==> src/rtl/ckb_pkg.sv <==
package ckb_pkg;

  localparam int CKB_CODE_W = 5;
  localparam int CKB_REG_W  = 16;

  // Peripheral dividers take only the power-of-two codes 0, 1 and 3.
  function automatic logic per_code_ok(input logic [CKB_CODE_W-1:0] c);
    return (c == CKB_CODE_W'(0)) || (c == CKB_CODE_W'(1)) || (c == CKB_CODE_W'(3));
  endfunction

  // A tick ends the period when the running count reaches the limit held
  // for this period; on the first tick of a period the fresh code decides.
  function automatic logic period_end(input logic [CKB_CODE_W-1:0] cnt,
                                      input logic [CKB_CODE_W-1:0] lim,
                                      input logic [CKB_CODE_W-1:0] code);
    return (cnt == '0) ? (code == '0) : (cnt == lim);
  endfunction

endpackage

==> src/rtl/ckb_cfg_reg.sv <==
module ckb_cfg_reg
  import ckb_pkg::*;
#(
  parameter int              CODE_W   = CKB_CODE_W,
  parameter int              REG_W    = CKB_REG_W,
  parameter bit              IS_PER   = 1'b0,
  parameter bit              RST_EN   = 1'b1,
  parameter logic [CODE_W-1:0] RST_CODE = '0
) (
  input  logic              clk,
  input  logic              rst_n,
  input  logic              wr,
  input  logic [REG_W-1:0]  wr_data,
  output logic              en,
  output logic [CODE_W-1:0] code,
  output logic              drop
);

  logic              accept;
  logic [CODE_W-1:0] new_code;
  logic              unused_mid;

  assign new_code   = wr_data[CODE_W-1:0];
  assign unused_mid = ^wr_data[REG_W-2:CODE_W];

  generate
    if (IS_PER) begin : g_restricted
      assign accept = per_code_ok(new_code);
    end else begin : g_full
      assign accept = 1'b1;
    end
  endgenerate

  assign drop = wr && !accept;

  always_ff @(posedge clk) begin
    if (!rst_n) begin
      en   <= RST_EN;
      code <= RST_CODE;
    end else if (wr && accept) begin
      en   <= wr_data[REG_W-1];
      code <= new_code;
    end
  end

endmodule

==> src/rtl/ckb_counter.sv <==
module ckb_counter
  import ckb_pkg::*;
#(
  parameter int CODE_W = CKB_CODE_W
) (
  input  logic              clk,
  input  logic              rst_n,
  input  logic              en,
  input  logic [CODE_W-1:0] code,
  input  logic              tick,
  output logic              wrap,
  output logic              ce_q
);

  logic [CODE_W-1:0] cnt;
  logic [CODE_W-1:0] lim;

  always_comb wrap = en && tick && period_end(cnt, lim, code);

  always_ff @(posedge clk) begin
    if (!rst_n) begin
      cnt  <= '0;
      lim  <= '0;
      ce_q <= 1'b0;
    end else begin
      ce_q <= wrap;
      if (!en) begin
        cnt <= '0;
      end else if (tick) begin
        if (wrap) begin
          cnt <= '0;
        end else begin
          cnt <= cnt + CODE_W'(1);
          if (cnt == '0) lim <= code;  // ratio fixed for the whole period
        end
      end
    end
  end

endmodule

==> src/rtl/clkdiv_bank.sv <==
module clkdiv_bank
  import ckb_pkg::*;
#(
  parameter  int N_PER  = 3,
  parameter  int CODE_W = CKB_CODE_W,
  parameter  int REG_W  = CKB_REG_W,
  localparam int N_DIV  = N_PER + 2,
  localparam int SEL_W  = $clog2(N_DIV)
) (
  input  logic             clk,
  input  logic             rst_n,
  input  logic             ref_tick,
  input  logic             pll_tick,
  input  logic             pll_mode,
  input  logic             wr_en,
  input  logic [SEL_W-1:0] wr_sel,
  input  logic [REG_W-1:0] wr_data,
  output logic             pre_ce,
  output logic [N_PER-1:0] per_ce,
  output logic             core_ce
);

  localparam int PER_RST_CODE = 3;

  // Named internal events, one bit per divider (0 pre, 1..N_PER peripheral,
  // N_DIV-1 core).
  logic                           src_tick;
  logic [N_DIV-1:0]               en_v;
  logic [N_DIV-1:0][CODE_W-1:0]   code_v;
  logic [N_DIV-1:0]               tick_v;
  logic [N_DIV-1:0]               wrap_v;
  logic [N_DIV-1:0]               ce_v;
  logic [N_DIV-1:0]               drop_v;

  assign src_tick = pll_mode ? pll_tick : ref_tick;

  generate
    for (genvar i = 0; i < N_DIV; i++) begin : g_div
      localparam bit IS_PER = (i >= 1) && (i <= N_PER);
      localparam bit RST_EN = (i != N_DIV - 1);
      localparam logic [CODE_W-1:0] RST_CODE = IS_PER ? CODE_W'(PER_RST_CODE) : '0;

      logic wr_this;
      assign wr_this   = wr_en && (wr_sel == SEL_W'(i));
      assign tick_v[i] = IS_PER ? src_tick : ref_tick;

      ckb_cfg_reg #(
        .CODE_W  (CODE_W),
        .REG_W   (REG_W),
        .IS_PER  (IS_PER),
        .RST_EN  (RST_EN),
        .RST_CODE(RST_CODE)
      ) u_cfg (
        .clk    (clk),
        .rst_n  (rst_n),
        .wr     (wr_this),
        .wr_data(wr_data),
        .en     (en_v[i]),
        .code   (code_v[i]),
        .drop   (drop_v[i])
      );

      ckb_counter #(
        .CODE_W(CODE_W)
      ) u_cnt (
        .clk  (clk),
        .rst_n(rst_n),
        .en   (en_v[i]),
        .code (code_v[i]),
        .tick (tick_v[i]),
        .wrap (wrap_v[i]),
        .ce_q (ce_v[i])
      );
    end
  endgenerate

  assign pre_ce  = ce_v[0];
  assign per_ce  = ce_v[N_PER:1];
  assign core_ce = ce_v[N_DIV-1];

endmodule

==> config.mk <==
export PLATFORM = sky130hd
export DESIGN_NAME = clkdiv_bank
export DESIGN_NICKNAME = d
export VERILOG_FILES = /design/src/rtl/ckb_pkg.sv /design/src/rtl/ckb_cfg_reg.sv /design/src/rtl/ckb_counter.sv /design/src/rtl/clkdiv_bank.sv
export SDC_FILE = /design/constraint.sdc
export NUM_CORES = 1
export LEC_CHECK = 0
export CORE_MARGIN = 2
export CORE_UTILIZATION = 45
export DETAILED_ROUTE_END_ITERATION = 10
export DONT_BUFFER_PORTS = 1
export GPL_TIMING_DRIVEN = 0
export SETUP_SLACK_MARGIN = 0.2
export SLEW_MARGIN = 20
export SYNTH_ARGS = -nofsm -noshare
export SYNTH_HDL_FRONTEND = slang
export SYNTH_SLANG_ARGS = --single-unit
==> constraint.sdc <==
create_clock -name clk -period 2.4 [get_ports clk]
set_input_delay 0.24 -clock clk [delete_from_list [all_inputs] [get_ports clk]]
set_output_delay 0.24 -clock clk [all_outputs]
set_load 0.02 [all_outputs]
==> summary.txt <==
Critical path
  – Crit end category: flop
  – Max FO, Critical Path: 6
  – Crit Path Class: reg2reg
  – Startpoint types: flop
  – Critical Path RT: 2650 ps
  – Critical Path AT: 2110 ps

Clock network
  – CTS tree: done
  – CTS resizes: 0
  – CTS H-tree lvls: 3
  – Cts bufs inserted: 9
  – Clk Latency, worst-skew pair: 350 ps
  – Root Driver: clkbuf_8
  – Reg clk slew, reported paths: 90 ps
  – CTS Buffer Depth: 2
  – Postcts setup bufs: 0
  – Hold Buf Count CTS: 1
  – Clock Sinks: 85

Place
  – I/O Buffers: 0
  – Worst slack, placed: 551.7 ps
  – GP Congestion: 0.7790
  – Hpwl dp: 5692 µm

Synth
  – Syn Area/Cell: 9.812 µm²
  – #FFs+latches synth: 85
  – Top cells by area, synth: dfxtp_1 43%, mux2i_1 10%, xor2_1 7.9%, nor2b_1 6.1%, nand2_1 3.5%
  – Cells after Synth: 405
  – Warning count from the yosys run: 0
  – Register area share after synthesis: 0.4282
  – Synthesized Nets: 440
  – Share of the synthesized area in the top cell type: 0.4282
  – Post-synth EDFFs: 0
  – Largest area contributor in the netlist: dfxtp_1
  – Post-Syn Area: 3974 µm²
  – Asr flop ratio synth: 0
  – Netlist cell types: 43
  – Synth Flop Type: dfxtp_1

Worst hold path
  – Worst Hold Class: in2reg

Detailed routing
  – Routed Antenna Nets: 0
  – DRC: 0
  – Via count: 2,806
  – DR iter-0 viols: 81
  – Drt pass-1 iters: 6
  – Avg WL per Cell: 14.89 µm
  – Total wire length: 7906 µm
  – Vias per cell: 5.284

STA
  – Max Transition Viols Final: 0
  – Worst-margin pin slew: 549.2 ps
  – Unrepaired setup endpoints after global routing: no
  – Endpoints failing setup: 0
  – Peak Freq: 0.5392 GHz
  – Final Skew: 11.63 ps
  – Final Hold Viols: 0
  – Ratio of final minimum period to clock period: 0.7728
  – Tmin final: 1855 ps
  – Final setup margin: 545.4 ps
  – Worst slew margin: 0.6339
  – Setup tns final: 0 ps

Global routing
  – Antenna violations before repair: 0
  – Remaining Overflow, GRT: 0
  – First-pass GRT wire length: 13,830 µm
  – Vias in the first global route: 2,856
  – Largest net degree at the start of global routing: 15
  – GRT Util Overall: 0.1783

Cells and area
  – Area Overhead vs Synth: 10.17%
  – Post-layout util: 0.5070
  – Final Net Count: 453
  – Layout cells sized above 1: 0.09929
  – Number of diodes: 0
  – Most common cell after layout, fill and taps aside: dfxtp_1
  – Commonest non-fill, non-tap cells in the layout: 85 x dfxtp_1, 41 x mux2i_1, 39 x nor2b_1

Floorplan
  – I/O pin count: 30
  – Chip width: 97.97 µm
  – Die Height: 97.97 µm
  – Core Rows: 34
  – Initial Util: 0.4602
  – Core Area: 8636 µm²
  – Die area: 9598 µm²

Power and ir drop
  – Cell Pwr Density: 691.4 nW/µm²
  – Worst VDD drop: 0.2980 mV
  – Pleak: 1.823 nW

Run status
  – Status: finished clean

Job
  – Max_cap viols: 0
synth_stat cells (3+ instances only):
cell / instances
a21oi_1: 9
a22oi_1: 5
and2_1: 3
and3_1: 10
buf_2: 5
buf_4: 3
clkbuf_1: 9
dfxtp_1: 85
ha_1: 10
inv_1: 12
mux2i_1: 41
nand2_1: 37
nand3_1: 6
nand4_1: 9
nand4b_1: 7
nor2_1: 12
nor2_2: 5
nor2b_1: 39
nor3_1: 13
nor4_1: 3
nor4b_2: 4
o211ai_1: 7
o21ai_0: 5
or4_1: 7
xor2_1: 36
layer usage:
metal | global-route usage | part of all wire | up-vias
met4 | 0.05769 | 0.013 | 0
met1 | 0.2320 | 0.50 | 1321
met5 | 0 | 0 | -
met2 | 0.2898 | 0.45 | 33
met3 | 0.04653 | 0.036 | 8
li1 | - | - | 1444
worst max-delay path: stages, from the launching register on:
cell and delay, ps:
dfxtp_1 440, inv_1 70, ha_1 190, nor3b_2 170
or3_1 330, a21boi_2 260, a211oi_1 90, a41o_1 210
power breakdown:
part | internal, mW | switching [mW]
logic | 0.145 | 0.163
registers | 1.45 | 0.0422
clock network | 0.724 | 0.505
area by class of cell:
type                    count  area (µm²)
multi-input cells         291        2146
repair buffers              2       20.02
flip-flops and latches     85        1702
well taps                 108       135.1
clock inverters             5       107.6
plain buffers              17       81.33
inverters                  12       45.04
clock buffers              11       141.4
fillers                   838        4258
flip-flops by register name (all words and copies together) (netlist names):
| register | count |
|---|---|
| g_div.u_cnt.cnt | 25 |
| g_div.u_cnt.ce_q | 5 |
| g_div.u_cnt.lim | 25 |
| g_div.u_cfg.en | 5 |
| g_div.u_cfg.code | 25 |
cell families (layout without fill, tap and decap cells):
family | after synthesis | count (layout) | share of synthesized area
fa+ha+maj | 10 | 10 | 0.03149
compound gates | 34 | 34 | 0.05668
simple gates | 169 | 169 | 0.2654
buf+inv | 29 | 47 | 0.03180
xor+xnor | 36 | 36 | 0.07934
flops | 85 | 85 | 0.4282
mux | 42 | 42 | 0.1071
worst paths after layout:
kind | slack (ps) | end | cells past startpoint | from
min | 20 | g_div[1].u_cfg.en$_SDFFE_PN1P_ | 2 | wr_data[15]
max reg2reg | 550 | g_div[2].u_cnt.cnt[3]$_SDFFE_PN0P_ | 7 | g_div[2].u_cnt.cnt[0]$_SDFFE_PN0P_
min reg2reg | 500 | g_div[2].u_cfg.code[3]$_SDFFE_PN0P_ | 1 | g_div[2].u_cfg.code[3]$_SDFFE_PN0P_
max | 550 | g_div[2].u_cnt.cnt[3]$_SDFFE_PN0P_ | 7 | g_div[2].u_cnt.cnt[0]$_SDFFE_PN0P_
per-stage QoR:
stage / cells / instance area, µm² / power [mW] / hold WS (ps)
finish: 531 / 4378 / 3.027 / 18.50
global route: 531 / 4378 / 3.183 / 3.929
CTS: 530 / 4368 / 3.066 / 3.761
detailed placement: 513 / 4109 / 1.830 / 372.6
global placement: 513 / 4109 / 1.824 / 369.0
floorplan: 405 / 3974 / 1.764 / 364.2
Note: power is estimated with default switching activity, not from simulation.
